## src/rtl/vlan_tag_pkg.sv

```systemverilog
// Shared constants for the VLAN tag extractor and rewriter.
// Assumes a byte-wide stream and a 12-bit identifier that spans the low
// nibble of the first tag-control byte and the whole second byte.
package vlan_tag_pkg;
    localparam int BYTE_W      = 8;
    localparam int VID_W       = 12;
    localparam int TAG_POS     = 12;
    localparam logic [15:0] TPID_VALUE = 16'h8100;
endpackage

```

## src/rtl/vtr_pos_counter.sv

```systemverilog
// Offset counter: gives the offset of the byte currently offered, counted
// from the accepted start-of-frame byte, and saturates one past the tag.
// Assumes acc is the input handshake of the same byte.
module vtr_pos_counter #(
    parameter int TAG_POS = 12,
    parameter int CNT_W   = 5
) (
    input  logic             clk,
    input  logic             rst_n,
    input  logic             acc,
    input  logic             sof,
    output logic [CNT_W-1:0] idx
);
    localparam logic [CNT_W-1:0] SAT = CNT_W'(TAG_POS + 4);

    logic [CNT_W-1:0] cnt_q;

    // offset of the offered byte: a start-of-frame forces zero
    assign idx = sof ? '0 : cnt_q;

    // advance once per accepted byte, stopping past the tag
    always_ff @(posedge clk) begin
        if (!rst_n)
            cnt_q <= '0;
        else if (acc)
            cnt_q <= (idx == SAT) ? idx : idx + 1'b1;
    end

    // an accepted start-of-frame makes the next byte offset 1
    assert_sof_restart_R9: assert property (@(posedge clk) disable iff (!rst_n)
        (acc && sof) |=> (cnt_q == CNT_W'(1)));
endmodule

```

## src/rtl/vtr_tag_parser.sv

```systemverilog
// Tag parser: recognises the tag protocol value at offsets TAG_POS and
// TAG_POS+1, captures the identifier, decides on substitution and keeps the
// per-frame report. Assumes idx comes from vtr_pos_counter for the same byte.
module vtr_tag_parser
    import vlan_tag_pkg::*;
#(
    parameter int          TAG_POS = 12,
    parameter int          VID_W   = 12,
    parameter logic [15:0] TPID    = 16'h8100,
    parameter int          CNT_W   = 5
) (
    input  logic              clk,
    input  logic              rst_n,
    input  logic              acc,
    input  logic [CNT_W-1:0]  idx,
    input  logic [BYTE_W-1:0] data,
    input  logic              sof,
    input  logic              eof,
    input  logic              rewrite_en,
    input  logic [VID_W-1:0]  fwd_vid,
    output logic              sub_hi,
    output logic              sub_lo,
    output logic [BYTE_W-1:0] fwd_lo,
    output logic              vid_valid,
    output logic              vid_tagged,
    output logic [VID_W-1:0]  vid_id
);
    localparam int HI_W = VID_W - BYTE_W;
    localparam logic [CNT_W-1:0] P_T0 = CNT_W'(TAG_POS);
    localparam logic [CNT_W-1:0] P_T1 = CNT_W'(TAG_POS + 1);
    localparam logic [CNT_W-1:0] P_C0 = CNT_W'(TAG_POS + 2);
    localparam logic [CNT_W-1:0] P_C1 = CNT_W'(TAG_POS + 3);

    logic            hi_match_q;
    logic            tagged_q;
    logic            rw_q;
    logic [HI_W-1:0] vid_hi_q;
    logic [BYTE_W-1:0] fwd_lo_q;

    // substitution selects for the byte now being loaded
    assign sub_hi = (idx == P_C0) && tagged_q && rewrite_en;
    assign sub_lo = (idx == P_C1) && rw_q;
    assign fwd_lo = fwd_lo_q;

    // tag recognition and capture of identifier and forwarding value
    always_ff @(posedge clk) begin
        if (!rst_n) begin
            hi_match_q <= 1'b0;
            tagged_q   <= 1'b0;
            rw_q       <= 1'b0;
            vid_hi_q   <= '0;
            fwd_lo_q   <= '0;
        end else if (acc) begin
            if (sof)
                tagged_q <= 1'b0;
            if (idx == P_T0)
                hi_match_q <= (data == TPID[15:8]);
            if (idx == P_T1)
                tagged_q <= hi_match_q && (data == TPID[7:0]);
            if (idx == P_C0) begin
                rw_q     <= tagged_q && rewrite_en;
                vid_hi_q <= data[HI_W-1:0];
                fwd_lo_q <= fwd_vid[BYTE_W-1:0];
            end
        end
    end

    // per-frame report: cleared by start-of-frame, set at tag end or short eof
    always_ff @(posedge clk) begin
        if (!rst_n) begin
            vid_valid  <= 1'b0;
            vid_tagged <= 1'b0;
            vid_id     <= '0;
        end else if (acc) begin
            if (idx == P_C1) begin
                vid_valid  <= 1'b1;
                vid_tagged <= tagged_q;
                vid_id     <= tagged_q ? {vid_hi_q, data} : '0;
            end else if (eof && (idx < P_C1)) begin
                vid_valid  <= 1'b1;
                vid_tagged <= 1'b0;
                vid_id     <= '0;
            end else if (sof) begin
                vid_valid  <= 1'b0;
                vid_tagged <= 1'b0;
                vid_id     <= '0;
            end
        end
    end

    // a tagged report only appears as part of a valid report
    assert_tag_in_report_R3: assert property (@(posedge clk) disable iff (!rst_n)
        vid_tagged |-> vid_valid);

    // the report holds until a start-of-frame is accepted
    assert_report_hold_R8: assert property (@(posedge clk) disable iff (!rst_n)
        (vid_valid && !(acc && sof)) |=>
            (vid_valid && $stable(vid_id) && $stable(vid_tagged)));

    // a short frame's end yields an untagged report
    assert_short_untagged_R5: assert property (@(posedge clk) disable iff (!rst_n)
        (acc && eof && (idx < P_C1)) |=> (vid_valid && !vid_tagged && (vid_id == '0)));
endmodule

```

## src/rtl/vtr_out_stage.sv

```systemverilog
// Output stage: one register slot with ready/valid on both sides. It loads
// the offered byte, with the identifier bits swapped in when the parser
// asks. Assumes VID_W is BYTE_W plus a nibble-or-less high part.
module vtr_out_stage
    import vlan_tag_pkg::*;
#(
    parameter int VID_W = 12
) (
    input  logic              clk,
    input  logic              rst_n,
    input  logic              in_valid,
    output logic              in_ready,
    input  logic [BYTE_W-1:0] in_data,
    input  logic              in_sof,
    input  logic              in_eof,
    input  logic              sub_hi,
    input  logic              sub_lo,
    input  logic [VID_W-1:0]  fwd_vid,
    input  logic [BYTE_W-1:0] fwd_lo,
    output logic              acc,
    output logic              out_valid,
    input  logic              out_ready,
    output logic [BYTE_W-1:0] out_data,
    output logic              out_sof,
    output logic              out_eof
);
    localparam int HI_W = VID_W - BYTE_W;

    logic [BYTE_W-1:0] new_byte;

    // slot is free when empty or being drained this cycle
    assign in_ready = !out_valid || out_ready;
    assign acc      = in_valid && in_ready;

    // choose the passed-through or substituted byte
    always_comb begin
        new_byte = in_data;
        if (sub_hi)
            new_byte = {in_data[BYTE_W-1:HI_W], fwd_vid[VID_W-1:BYTE_W]};
        else if (sub_lo)
            new_byte = fwd_lo;
    end

    // single pipeline register with hold under stall
    always_ff @(posedge clk) begin
        if (!rst_n) begin
            out_valid <= 1'b0;
            out_data  <= '0;
            out_sof   <= 1'b0;
            out_eof   <= 1'b0;
        end else if (acc) begin
            out_valid <= 1'b1;
            out_data  <= new_byte;
            out_sof   <= in_sof;
            out_eof   <= in_eof;
        end else if (out_ready) begin
            out_valid <= 1'b0;
        end
    end

    // a stalled output byte stays put
    assert_stall_hold_R2: assert property (@(posedge clk) disable iff (!rst_n)
        (out_valid && !out_ready) |=>
            (out_valid && $stable(out_data) && $stable(out_sof) && $stable(out_eof)));

    // an accepted byte is on the output the next cycle
    assert_one_cycle_R1: assert property (@(posedge clk) disable iff (!rst_n)
        (in_valid && in_ready) |=> out_valid);
endmodule

```

## src/rtl/vlan_tag_rewriter.sv

```systemverilog
// VLAN tag extractor and rewriter top: ties the offset counter, the tag
// parser and the output stage together. Assumes frames start with a
// start-of-frame byte and that the tag follows the two MAC addresses.
module vlan_tag_rewriter
    import vlan_tag_pkg::*;
#(
    parameter int          VID_W   = vlan_tag_pkg::VID_W,
    parameter int          TAG_POS = vlan_tag_pkg::TAG_POS,
    parameter logic [15:0] TPID    = vlan_tag_pkg::TPID_VALUE
) (
    input  logic              clk,
    input  logic              rst_n,
    input  logic              in_valid,
    output logic              in_ready,
    input  logic [BYTE_W-1:0] in_data,
    input  logic              in_sof,
    input  logic              in_eof,
    input  logic              rewrite_en,
    input  logic [VID_W-1:0]  fwd_vid,
    output logic              out_valid,
    input  logic              out_ready,
    output logic [BYTE_W-1:0] out_data,
    output logic              out_sof,
    output logic              out_eof,
    output logic              vid_valid,
    output logic              vid_tagged,
    output logic [VID_W-1:0]  vid_id
);
    localparam int CNT_W = $clog2(TAG_POS + 5);

    logic              acc;
    logic [CNT_W-1:0]  idx;
    logic              sub_hi;
    logic              sub_lo;
    logic [BYTE_W-1:0] fwd_lo;

    vtr_pos_counter #(.TAG_POS(TAG_POS), .CNT_W(CNT_W)) u_pos (
        .clk(clk), .rst_n(rst_n), .acc(acc), .sof(in_sof), .idx(idx)
    );

    vtr_tag_parser #(.TAG_POS(TAG_POS), .VID_W(VID_W), .TPID(TPID), .CNT_W(CNT_W)) u_parse (
        .clk(clk), .rst_n(rst_n), .acc(acc), .idx(idx), .data(in_data),
        .sof(in_sof), .eof(in_eof), .rewrite_en(rewrite_en), .fwd_vid(fwd_vid),
        .sub_hi(sub_hi), .sub_lo(sub_lo), .fwd_lo(fwd_lo),
        .vid_valid(vid_valid), .vid_tagged(vid_tagged), .vid_id(vid_id)
    );

    vtr_out_stage #(.VID_W(VID_W)) u_out (
        .clk(clk), .rst_n(rst_n), .in_valid(in_valid), .in_ready(in_ready),
        .in_data(in_data), .in_sof(in_sof), .in_eof(in_eof),
        .sub_hi(sub_hi), .sub_lo(sub_lo), .fwd_vid(fwd_vid), .fwd_lo(fwd_lo),
        .acc(acc), .out_valid(out_valid), .out_ready(out_ready),
        .out_data(out_data), .out_sof(out_sof), .out_eof(out_eof)
    );
endmodule

```

## config.mk

```make
export PLATFORM = sky130hd
export DESIGN_NAME = vlan_tag_rewriter
export DESIGN_NICKNAME = d
export VERILOG_FILES = /design/src/rtl/vlan_tag_pkg.sv /design/src/rtl/vtr_pos_counter.sv /design/src/rtl/vtr_tag_parser.sv /design/src/rtl/vtr_out_stage.sv /design/src/rtl/vlan_tag_rewriter.sv
export SDC_FILE = /design/constraint.sdc
export NUM_CORES = 1
export LEC_CHECK = 0
export ABC_AREA = 1
export CAP_MARGIN = 5
export CORE_UTILIZATION = 44
export DETAILED_ROUTE_END_ITERATION = 16
export GPL_ROUTABILITY_DRIVEN = 0
export PLACE_DENSITY = 0.76
export RECOVER_POWER = 25
export REMOVE_ABC_BUFFERS = 1
export SETUP_SLACK_MARGIN = 0.2
export SYNTH_ARGS = -nofsm -noshare
export SYNTH_HDL_FRONTEND = slang
export SYNTH_SLANG_ARGS = --single-unit
```

## constraint.sdc

```tcl
create_clock -name clk -period 1.8 [get_ports clk]
set_clock_uncertainty 0.05 [all_clocks]
set_input_delay 0.18 -clock clk [delete_from_list [all_inputs] [get_ports clk]]
set_output_delay 0.18 -clock clk [all_outputs]
set_load 0.01 [all_outputs]
```

==> out/results.ini <==
[logic_synthesis]
synth_top_family_by_area = simple AND/OR/NAND/NOR gates
ys_ff_latch = 45
postSynthAreaPerCell_um2 = 7.36
yosysSeqAreaShare_pct = 42.3
netlist-cell-type-count = 32
synth_compound_area_share_pct = 12.0
synthSimpleGateAreaFrac_pct = 33.2
synth_xor_area_share_pct = 0.412
synth_warnings = 0
synthAdderAreaFrac_pct = 2.94
synthMuxAreaShare_pct = 0
synth_area_um2 = 2130
ys_top_cells_by_area = dfxtp_1 42%, nand2_1 12%, nor2_1 7.1%, a21oi_1 5.9%, o21ai_0 4.9%
syn_inst = 289
yosys.area.top_type = dfxtp_1
netlist.area_leader.share_pct = 42.3

[worst_setup_path]
crit_type = reg2reg
path_max_fanout = 5
path_cells = inv_2 -> nor2_4 -> ha_4 -> inv_4 -> nor3_4 -> ha_4 -> buf_12 -> nand3_4 -> inv_4 -> buf_6 -> nand2_2 -> a21oi_2
max_stage_delay_ps = 350
end_kind = flip-flop
critPathSlowestCell = dfxtp_2
critPathLaunchType = flip-flop
arrival_ps = 1990
required_ps = 2000

[sta]
report.final.slew_viol_count = 0
report.final.hold_viol_count = 0
relSlewSlack_pct = 65.0
fin_ws_ps = 11.8
rsz0062_at_grt = true
setup_violations = 0
fmax_ghz = 0.559
worst_slew_pin_slew_ps = 524
period_share_pct = 99.3
period_needed_ps = 1790

[floorplanning]
dieHeight_um = 71.6
fp.dieW_um = 71.6
io_pins = 53
die_area_um2 = 5120
core_um2 = 4500
start_util_pct = 47.2
row_count = 24

[clock_network]
root_buffer = clkbuf_8
path_clk_slew_ps = 90
cts_sinks = 45
cts_tree = built
cts_buffers = 5
cts.path.max_buffers = 2
insertion_delay_ps = 310
htree_levels = 2

[detailed_routing]
vias_per_cell = 5.10
vias = 2154
drtIter0Drc = 99
drtPass1Iterations = 4
finalWirelength_um = 5460
drc_errors = 0
final_antenna_net_count = 0
avgRoutedWirePerCell_um = 12.9

[power]
leakagePower_uw = 0.00144
p_per_area_nw_per_um2 = 610
vdd_drop_max_v = 0.000406

[worst_hold_path]
hp-class = reg2reg

[global_routing]
antenna_found_initial = 0
grt_overflow_total = 0
grt_use_total_pct = 21.1
grt_pass1_wl_um = 8470
grt_max_degree = 19
grt_pass1_vias = 1937

[cells_and_area]
area_growth_pct = 55.1
layout.nets = 401
layout_common_cells = 46 x nand2_1, 43 x dfxtp_1, 41 x clkdlybuf4s50_1, 39 x nor2_1
layout-drive-gt1-share_pct = 33.5
final_common_cell = nand2_1
fin_util_pct = 73.3
fill_cells = 342
diodes = 0
layout.cells.non_filler = 422

[placed_design]
dp_hpwl_um = 3560
port_buffers = 52
pre_cts_slack_ps = -552
placed_cells = 407

[flow_run]
max_cap_viol_count = 0

[status]
status = finished clean

[where the power goes]
group / switching (uW) / total (uW) / internal [uW] / leakage, uW
clock: 360 / 636 / 275 / 0.0000445
combinational: 177 / 342 / 165 / 0.00103
sequential: 14.6 / 1040 / 1020 / 0.000367
total: 552 / 2010 / 1460 / 0.00144
[path summary, 6_finish.rpt]
| path | startpoint | end | slack [ps] | depth (start not counted) |
|---|---|---|---|---|
| min reg2reg | u_parse.vid_valid | u_parse.vid_valid | 410 | 2 |
| max | u_pos.cnt_q[0] | u_parse.vid_id[6] | 10 | 12 |
| max reg2reg | u_pos.cnt_q[0] | u_parse.vid_id[6] | 10 | 12 |
| min | u_parse.vid_valid | u_parse.vid_valid | 410 | 2 |
[cell type report]
class	instances	area, um2	share of cell area (%)
multi-input cells	204	1340	40.4
inverters	32	138	4.17
clock inverters	3	21.3	0.644
well taps	52	65.1	1.97
clock buffers	5	68.8	2.08
flip-flops and latches	45	903	27.4
repair buffers	81	769	23.3
[stage by stage]
step / power (uW) / hold WS (ps) / area, um2 / TNS [ps]
global route: 2110 / 431 / 3300 / -674
global placement: 1350 / 391 / 2820 / -9720
floorplan: 1180 / 250 / 2060 / -104
CTS: 2000 / 416 / 2980 / 0
detailed placement: 1350 / 396 / 2820 / -12230
finish: 2010 / 414 / 3300 / 0
[worst max-delay path, delay by kind of cell, from the launching register on]
kind | cells | cell delay, ps
buffers and inverters | 5 | 410
AO/OA/AOI/OAI | 1 | 120
flip-flops | 1 | 350
adder cells (fa/ha/maj) | 2 | 350
AND/OR/NAND/NOR | 4 | 460
[synth_stat cells (all sizes together)]
library cell   n
clkbuf         3
o211ai         1
buf            7
nor2b          1
nor2          43
dfxtp         45
nand4          4
nor4           1
o21ai         21
inv           31
a21oi         27
nand2         74
nand3         20
xor2           1
nor3           3
nor3b          1
clkinv         1
ha             5
[repair_timing]
| item | in CTS | in global routing |
|---|---|---|
| cloned | 1 | 1 |
| endpoints found under the setup margin | 36 | 38 |
| pin swaps | 9 | 39 |
| setup buffers | 1 | 4 |
| hold buffers | 0 | 0 |
| resized for setup | 26 | 88 |
[cells by family (layout without fill, tap and decap cells)]
kind of cell	Yosys count	in the layout
AND/OR/NAND/NOR	147	149
buffers and inverters	42	121
AO/OA/AOI/OAI	49	49
XOR/XNOR	1	1
adder cells (fa/ha/maj)	5	5
flip-flops	45	45
[sequential cells by signal, summed over array words and instances (netlist names)]
name and cells:
u_parse.hi_match_q 1, u_out.out_valid 1, u_parse.tagged_q 1, u_out.out_sof 1, u_out.out_data 8, u_parse.fwd_lo 8
u_parse.vid_tagged 1, u_pos.cnt_q 5, u_out.out_eof 1, u_parse.rw_q 1, u_parse.vid_id 12, u_parse.vid_hi_q 4
u_parse.vid_valid 1
[routing by layer]
| layer | up-vias | global-route usage (%) | wire length [um] |
|---|---|---|---|
| met3 | 12 | 4.36 | 279 |
| met5 | - | 0 | 0 |
| met1 | 980 | 25.9 | 2310 |
| met4 | 0 | 8.06 | 129 |
| li1 | 1096 | - | - |
| met2 | 66 | 36.4 | 2740 |
No activity file was read; power rests on OpenSTA's default activity.
